--- src/rtl/mshr_pkg.sv ---
package mshr_pkg;
  typedef enum logic [1:0] {
    RSP_HIT   = 2'd0,
    RSP_MERGE = 2'd1,
    RSP_ALLOC = 2'd2,
    RSP_ABORT = 2'd3
  } rsp_kind_e;
endpackage

--- src/rtl/mshr_age_fold.sv ---
module mshr_age_fold #(
  parameter int TAG_W = 8
) (
  input  logic [TAG_W-1:0]        pos_i,
  input  logic [TAG_W-1:0]        base_i,
  output logic signed [TAG_W+1:0] age_o
);
  localparam logic signed [TAG_W+1:0] HALF = (TAG_W+2)'(2**(TAG_W-1));
  localparam logic signed [TAG_W+1:0] SPAN = (TAG_W+2)'(2**TAG_W);

  logic signed [TAG_W+1:0] diff;

  always_comb begin
    diff = $signed({2'b00, pos_i}) - $signed({2'b00, base_i});
    if (diff > HALF)       age_o = diff - SPAN;
    else if (diff < -HALF) age_o = diff + SPAN;
    else                   age_o = diff;
  end
endmodule

--- src/rtl/mshr_lsb_pick.sv ---
module mshr_lsb_pick #(
  parameter int N  = 8,
  parameter int IW = 3
) (
  input  logic [N-1:0]  req_i,
  output logic          found_o,
  output logic [IW-1:0] idx_o
);
  always_comb begin
    found_o = 1'b0;
    idx_o   = '0;
    for (int i = N-1; i >= 0; i--) begin
      if (req_i[i]) begin
        found_o = 1'b1;
        idx_o   = IW'(i);
      end
    end
  end
endmodule

--- src/rtl/mshr_min_rem.sv ---
module mshr_min_rem #(
  parameter int N = 8,
  parameter int W = 16
) (
  input  logic [N-1:0] valid_i,
  input  logic [W-1:0] val_i [N],
  output logic [W-1:0] min_o
);
  always_comb begin
    min_o = '1;
    for (int i = 0; i < N; i++) begin
      if (valid_i[i] && (val_i[i] < min_o)) min_o = val_i[i];
    end
  end
endmodule

--- src/rtl/mshr_entry.sv ---
module mshr_entry #(
  parameter int ADDR_W = 32,
  parameter int TAG_W  = 8,
  parameter int CYC_W  = 16,
  parameter int REF_W  = 4,
  parameter int L1_LAT = 4,
  parameter int L2_LAT = 12
) (
  input  logic                    clk_i,
  input  logic                    rst_ni,
  input  logic [CYC_W-1:0]        cyc_i,
  input  logic [TAG_W-1:0]        retire_base_i,
  input  logic                    alloc_i,
  input  logic [ADDR_W-1:0]       alloc_line_i,
  input  logic [TAG_W-1:0]        alloc_pos_i,
  input  logic                    alloc_wait_i,
  input  logic                    alloc_l2hit_i,
  input  logic [CYC_W-1:0]        alloc_done_at_i,
  input  logic                    merge_i,
  input  logic                    rel_i,
  input  logic                    done_take_i,
  output logic                    busy_o,
  output logic [ADDR_W-1:0]       line_o,
  output logic signed [TAG_W+1:0] age_o,
  output logic [CYC_W-1:0]        rem_o,
  output logic                    due_o
);
  logic              busy_q, wait_q, l2hit_q, rep_q;
  logic [ADDR_W-1:0] line_q;
  logic [TAG_W-1:0]  pos_q;
  logic [CYC_W-1:0]  done_at_q, diff;
  logic [REF_W-1:0]  ref_q;
  logic              reached;

  mshr_age_fold #(.TAG_W(TAG_W)) i_age (
    .pos_i (pos_q),
    .base_i(retire_base_i),
    .age_o (age_o)
  );

  assign diff    = done_at_q - cyc_i;
  assign rem_o   = diff[CYC_W-1] ? '0 : diff;
  assign reached = (rem_o == '0);
  assign busy_o  = busy_q;
  assign line_o  = line_q;
  assign due_o   = busy_q && !wait_q && !rep_q && reached;

  always_ff @(posedge clk_i or negedge rst_ni) begin
    if (!rst_ni) begin
      busy_q    <= 1'b0;
      wait_q    <= 1'b0;
      l2hit_q   <= 1'b0;
      rep_q     <= 1'b0;
      line_q    <= '0;
      pos_q     <= '0;
      done_at_q <= '0;
      ref_q     <= '0;
    end else if (alloc_i) begin
      busy_q    <= 1'b1;
      wait_q    <= alloc_wait_i;
      l2hit_q   <= alloc_l2hit_i;
      rep_q     <= 1'b0;
      line_q    <= alloc_line_i;
      pos_q     <= alloc_pos_i;
      done_at_q <= alloc_done_at_i;
      ref_q     <= REF_W'(1);
    end else if (busy_q) begin
      ref_q <= ref_q + REF_W'(merge_i) - REF_W'(rel_i);
      if (rel_i && !merge_i && ref_q == REF_W'(1)) busy_q <= 1'b0;
      if (wait_q && reached) begin
        // store wait over: start the L1 miss phase
        wait_q    <= 1'b0;
        done_at_q <= cyc_i + CYC_W'(L1_LAT) + (l2hit_q ? '0 : CYC_W'(L2_LAT));
      end
      if (done_take_i) rep_q <= 1'b1;
    end
  end
endmodule

--- src/rtl/mshr_file.sv ---
module mshr_file #(
  parameter int ADDR_W  = 32,
  parameter int OFF_W   = 6,
  parameter int TAG_W   = 8,
  parameter int CYC_W   = 16,
  parameter int N_ENTRY = 8,
  parameter int REF_W   = 4,
  parameter int HIT_LAT = 1,
  parameter int L1_LAT  = 4,
  parameter int L2_LAT  = 12,
  localparam int IDX_W  = $clog2(N_ENTRY)
) (
  input  logic               clk_i,
  input  logic               rst_ni,
  input  logic               req_valid_i,
  input  logic [ADDR_W-1:0]  req_addr_i,
  input  logic [TAG_W-1:0]   req_tag_i,
  input  logic               req_first_i,
  input  logic               l1_hit_i,
  input  logic               l2_hit_i,
  input  logic               st_hit_i,
  input  logic [TAG_W+1:0]   st_age_i,
  input  logic [CYC_W-1:0]   st_done_at_i,
  input  logic [TAG_W-1:0]   retire_base_i,
  input  logic               rel_valid_i,
  input  logic [IDX_W-1:0]   rel_idx_i,
  output logic [1:0]         rsp_kind_o,
  output logic [IDX_W-1:0]   rsp_idx_o,
  output logic [CYC_W-1:0]   rsp_delay_o,
  output logic               done_o,
  output logic [IDX_W-1:0]   done_idx_o,
  output logic [ADDR_W-1:0]  done_addr_o
);
  import mshr_pkg::*;

  localparam int CNT_W = IDX_W + 1;
  localparam logic [ADDR_W-1:0] LINE_MASK = ~(ADDR_W'((2**OFF_W) - 1));

  logic [CYC_W-1:0]        cyc_q;
  logic [ADDR_W-1:0]       req_line;
  logic signed [TAG_W+1:0] req_age;
  logic [TAG_W-1:0]        alloc_pos;

  logic [N_ENTRY-1:0]      busy, match, due, alloc_vec, merge_vec, rel_vec, take_vec;
  logic [ADDR_W-1:0]       line_a [N_ENTRY];
  logic signed [TAG_W+1:0] age_a  [N_ENTRY];
  logic [CYC_W-1:0]        rem_a  [N_ENTRY];

  logic                    match_found, free_found, due_found;
  logic [IDX_W-1:0]        match_idx, free_idx, due_idx;
  logic [CYC_W-1:0]        min_rem;
  logic [CNT_W-1:0]        n_free;
  logic [CYC_W-1:0]        cyc_p1, st_late, alloc_done_at;
  logic                    alloc_wait;
  rsp_kind_e               kind;

  always_ff @(posedge clk_i or negedge rst_ni) begin
    if (!rst_ni) cyc_q <= '0;
    else         cyc_q <= cyc_q + CYC_W'(1);
  end

  assign req_line  = req_addr_i & LINE_MASK;
  assign alloc_pos = req_tag_i + retire_base_i;

  mshr_age_fold #(.TAG_W(TAG_W)) i_req_age (
    .pos_i (req_tag_i),
    .base_i('0),
    .age_o (req_age)
  );

  for (genvar g = 0; g < N_ENTRY; g++) begin : g_ent
    assign match[g] = busy[g] && (line_a[g] == req_line) && (age_a[g] <= req_age) &&
                      !(st_hit_i && (age_a[g] < $signed(st_age_i)));
    assign rel_vec[g]  = rel_valid_i && (rel_idx_i == IDX_W'(g));
    assign take_vec[g] = due_found && (due_idx == IDX_W'(g));

    mshr_entry #(
      .ADDR_W(ADDR_W), .TAG_W(TAG_W), .CYC_W(CYC_W), .REF_W(REF_W),
      .L1_LAT(L1_LAT), .L2_LAT(L2_LAT)
    ) i_entry (
      .clk_i          (clk_i),
      .rst_ni         (rst_ni),
      .cyc_i          (cyc_q),
      .retire_base_i  (retire_base_i),
      .alloc_i        (alloc_vec[g]),
      .alloc_line_i   (req_line),
      .alloc_pos_i    (alloc_pos),
      .alloc_wait_i   (alloc_wait),
      .alloc_l2hit_i  (l2_hit_i),
      .alloc_done_at_i(alloc_done_at),
      .merge_i        (merge_vec[g]),
      .rel_i          (rel_vec[g]),
      .done_take_i    (take_vec[g]),
      .busy_o         (busy[g]),
      .line_o         (line_a[g]),
      .age_o          (age_a[g]),
      .rem_o          (rem_a[g]),
      .due_o          (due[g])
    );
  end

  mshr_lsb_pick #(.N(N_ENTRY), .IW(IDX_W)) i_pick_match (
    .req_i(match), .found_o(match_found), .idx_o(match_idx));
  mshr_lsb_pick #(.N(N_ENTRY), .IW(IDX_W)) i_pick_free (
    .req_i(~busy), .found_o(free_found), .idx_o(free_idx));
  mshr_lsb_pick #(.N(N_ENTRY), .IW(IDX_W)) i_pick_due (
    .req_i(due), .found_o(due_found), .idx_o(due_idx));
  mshr_min_rem #(.N(N_ENTRY), .W(CYC_W)) i_min (
    .valid_i(busy), .val_i(rem_a), .min_o(min_rem));

  always_comb begin
    n_free = '0;
    for (int i = 0; i < N_ENTRY; i++) n_free = n_free + CNT_W'(!busy[i]);
  end

  // conflicted loads wait until the last older store lands
  assign alloc_wait = st_hit_i;
  assign cyc_p1     = cyc_q + CYC_W'(1);
  assign st_late    = st_done_at_i - cyc_p1;
  always_comb begin
    if (st_hit_i)
      alloc_done_at = st_late[CYC_W-1] ? cyc_p1 : st_done_at_i;
    else
      alloc_done_at = cyc_q + CYC_W'(L1_LAT) + (l2_hit_i ? '0 : CYC_W'(L2_LAT));
  end

  always_comb begin
    kind        = RSP_HIT;
    rsp_idx_o   = '0;
    rsp_delay_o = CYC_W'(HIT_LAT);
    alloc_vec   = '0;
    merge_vec   = '0;
    if (st_hit_i || !l1_hit_i) begin
      if (match_found) begin
        kind                 = RSP_MERGE;
        rsp_idx_o            = match_idx;
        rsp_delay_o          = rem_a[match_idx];
        merge_vec[match_idx] = req_valid_i;
      end else if (!free_found || (!req_first_i && n_free <= CNT_W'(1))) begin
        kind        = RSP_ABORT;
        rsp_delay_o = min_rem;
      end else begin
        kind                = RSP_ALLOC;
        rsp_idx_o           = free_idx;
        rsp_delay_o         = alloc_done_at - cyc_q;
        alloc_vec[free_idx] = req_valid_i;
      end
    end
  end

  assign rsp_kind_o  = kind;
  assign done_o      = due_found;
  assign done_idx_o  = due_idx;
  assign done_addr_o = line_a[due_idx];
endmodule

--- config.mk ---
export PLATFORM = sky130hd
export DESIGN_NAME = mshr_file
export DESIGN_NICKNAME = d
export VERILOG_FILES = /design/src/rtl/mshr_pkg.sv /design/src/rtl/mshr_age_fold.sv /design/src/rtl/mshr_lsb_pick.sv /design/src/rtl/mshr_min_rem.sv /design/src/rtl/mshr_entry.sv /design/src/rtl/mshr_file.sv
export SDC_FILE = /design/constraint.sdc
export NUM_CORES = 2
export LEC_CHECK = 0
export CAP_MARGIN = 20
export CELL_PAD_IN_SITES_DETAIL_PLACEMENT = 2
export CELL_PAD_IN_SITES_GLOBAL_PLACEMENT = 2
export CORE_ASPECT_RATIO = 0.5
export CORE_UTILIZATION = 42
export DETAILED_ROUTE_END_ITERATION = 10
export GPL_TIMING_DRIVEN = 0
export HOLD_SLACK_MARGIN = 0.02
export PLACE_DENSITY_LB_ADDON = 0.15
export RECOVER_POWER = 50
export SYNTH_ARGS = -nofsm -noshare
export SYNTH_HDL_FRONTEND = slang
export SYNTH_SLANG_ARGS = --single-unit
--- constraint.sdc ---
create_clock -name clk_i -period 49.5 [get_ports clk_i]
set_clock_uncertainty 0.05 [all_clocks]
set_input_delay 4.95 -clock clk_i [delete_from_list [all_inputs] [get_ports clk_i]]
set_output_delay 4.95 -clock clk_i [all_outputs]
set_load 0.1 [all_outputs]
==> out/metrics.csv <==
metric;value;unit
FMAX;0.0288;GHz
CP required;44.50;ns
residual DRC count;6;
Critical Path Sink;rsp_delay_o[3];
core area;109000;um^2
WS Path Type;reg2out;
Layout area overhead;14.0;%
Mapped Avg Cell Area;8.00;um^2
full die area;112000;um^2
Worst-path clk slew;0.07;ns
path type of the worst min-delay path;reg2reg;
first-pass GRT wire length;446000;um
clk_lat worst skew;0.79;ns
Initial Util;42.8;%
Sinks on Clock Net;480;
Critical-path top delay cell;clkdlybuf4s50_1;
worst reg2reg path depth;24;
Critical Path Source Type;flip-flop;
drt pass-1 iters;11;
Max Cap Viol;16;
post-CTS setup buffers;0;
total wire length;346000;um
CTS max path bufs;3;
I/O Buffers;101;
crit path from;cyc_q[0];
Primary FF master, synth;dfrtp_1;
critical path capture point type;primary output;
Slew Limit Headroom;-369;%
max incr delay on CP;1.31;ns
dpl hpwl;224000;um
Std-Cell Rows;85;
Seq/Total Area, Yosys;25.8;%
Post-CTS Resized;0;
most frequent cells in the layout;nand2_1 (1,054), ha_1 (523), dfrtp_1 (480);
Tcrit/Tclk final;70.2;%
antenna violation net count after detailed routing;0;
Fin. Hold Viols;0;
status;finished with violations;
Hold Slack;0.460;ns
Synth Cell Area;46600;um^2
CP dominant cell by count;a21oi_1;
Avg WL per Cell;44.9;um
H-tree depth;2;
iteration-0 DRC count of the detailed router;8507;
cts hold-fix bufs;0;
gp weighted congestion;1.05;
post-route cell area;53100;um^2
chip height;238;um
share of cells above drive strength 1;5.97;%
Synth cell types;94;
via count;57900;
flop-to-flop setup slack;37.79;ns
final setup fails;0;
IO Count;142;
RR Startpoint;g_ent[0].i_entry.pos_q[0];
failing checks;DRC, capacitance limit, slew limit;
die width;473;um
RSZ-0062 raised after global routing;no;
CP arrival;29.77;ns
asr flop ratio synth;100;%
total gr overflow;0;
total CTS buffers;54;
vias in the first global route;59200;
Post-DP Area;50600;um^2
Total GRT Usage;55.8;%
synthesis-stage register bit count;480;
Max FO, Critical Path;11;
CTS Root Cell;clkbuf_16;
commonest non-fill, non-tap cell in the layout;nand2_1;
final worst path period need;34.77;ns
Post-synth EDFFs;0;
CTS tree;built;
worst slew pin tran;7.03;ns
setup_tns;0;ns
initial antenna violation count;61;
post-synthesis cell count;5821;
Final #Nets;6728;
fillcell total;11900;
Max Slew Vio Count;549;
pin count of the biggest net entering global routing;114;
r2r endpoint;g_ent[3].i_entry.pos_q[5];
Yosys Warn Count;0;
routed vias/inst;7.51;
## stage by stage
step	cells	worst slack, ns	util [%]
2_1_floorplan	5826	24.10	-
3_3_place_gp	7406	17.66	45.5
3_5_place_dp	7476	17.25	46.5
4_1_cts	7577	16.20	48.3
5_1_grt	7644	14.44	48.7
6_report	7701	14.73	48.8
## how the worst min path moves through the flow
stage                               endpoint  cells past startpoint                           from  slack [ns]
2_1_floorplan      g_ent[2].i_entry.ref_q[2]                      2      g_ent[2].i_entry.ref_q[2]        0.40
3_3_place_gp       g_ent[2].i_entry.ref_q[2]                      2      g_ent[2].i_entry.ref_q[2]        0.41
3_5_place_dp       g_ent[5].i_entry.pos_q[2]                      2      g_ent[5].i_entry.pos_q[2]        0.44
4_1_cts        g_ent[6].i_entry.done_at_q[7]                      2  g_ent[6].i_entry.done_at_q[7]        0.46
5_1_grt            g_ent[5].i_entry.pos_q[2]                      2      g_ent[5].i_entry.pos_q[2]        0.47
6_report           g_ent[5].i_entry.pos_q[2]                      2      g_ent[5].i_entry.pos_q[2]        0.46
## state kept, by name, indices dropped and copies added (netlist names)
signal,flops
g_ent.i_entry.rep_q,8
g_ent.i_entry.done_at_q,128
g_ent.i_entry.l2hit_q,8
g_ent.i_entry.ref_q,32
g_ent.i_entry.line_o,208
cyc_q,16
g_ent.i_entry.wait_q,8
g_ent.i_entry.pos_q,64
g_ent.i_entry.busy_o,8
## layout make-up
class                   instances  area, um^2  share of cell area (%)
clock inverters                25         393                   0.740
diodes                         96         240                   0.452
flip-flops and latches        480       12000                    22.6
plain buffers                 280        1130                    2.12
repair buffers                199        2350                    4.42
multi-input cells            4705       32300                    60.8
well taps                    1479        1850                    3.48
clock buffers                  76        1520                    2.87
inverters                     361        1360                    2.55
## routing by layer
| metal | part of all wire [%] | up-vias | track usage [%] |
|---|---|---|---|
| li1 | - | 21000 | - |
| met5 | 0.77 | - | 5.67 |
| met4 | 11 | 60 | 48.6 |
| met3 | 15 | 2751 | 28.7 |
| met1 | 33 | 28300 | 60.0 |
| met2 | 39 | 5782 | 80.0 |
## kinds of logic after synthesis
kind of cell | synth area share, %
simple gates | 20.1
flops | 25.8
fa+ha+maj | 15.7
compound gates | 19.2
other cells | 0.00805
xor+xnor | 9.72
mux | 4.19
buf+inv | 5.32
## synthesized netlist by cell type, drive strengths merged, types with 10 or more instances
| library cell | number | area [um^2] |
|---|---|---|
| o21ai | 268 | 1350 |
| mux4 | 26 | 586 |
| mux2 | 42 | 477 |
| and2 | 33 | 206 |
| or4 | 24 | 180 |
| nand3b | 18 | 135 |
| o211ai | 25 | 193 |
| o221ai | 69 | 611 |
| nor2 | 454 | 1710 |
| or3 | 22 | 138 |
| nor4 | 50 | 319 |
| nor3b | 20 | 150 |
| ha | 523 | 6540 |
| clkbuf | 211 | 792 |
| or4b | 10 | 100 |
| a211o | 13 | 114 |
| and3 | 30 | 188 |
| o21bai | 49 | 368 |
| a22oi | 13 | 97.6 |
| xor2 | 252 | 2210 |
| o21a | 136 | 1020 |
| nand4 | 70 | 438 |
| mux2i | 89 | 891 |
| fa | 39 | 781 |
| a221oi | 10 | 87.6 |
| o22ai | 21 | 138 |
| a21o | 83 | 624 |
| a211oi | 139 | 1040 |
| nor3 | 100 | 505 |
| a21boi | 28 | 210 |
| xnor2 | 265 | 2320 |
| o31ai | 21 | 163 |
| dfrtp | 480 | 12000 |
| a31oi | 10 | 77.6 |
| nand2 | 1054 | 3960 |
| a21oi | 385 | 1940 |
| inv | 358 | 1340 |
| nand2b | 38 | 238 |
| nor2b | 57 | 357 |
| a2111oi | 29 | 267 |
| or2 | 23 | 144 |
| buf | 69 | 332 |
| nand3 | 70 | 350 |
## critical path: cells and delay by family, from the launching register on
kind,cells,cell delay (ns)
buffers and inverters,10,4.34
AOI/OAI and AO/OA,61,16.36
and+or+nand+nor,20,3.13
DFF,1,0.83
muxes,4,1.44
adders and majority gates,9,2.86
Power is left out: the tool's default activity adds up to more than one toggle a clock period on the data nets, which glitch-free logic cannot reach.
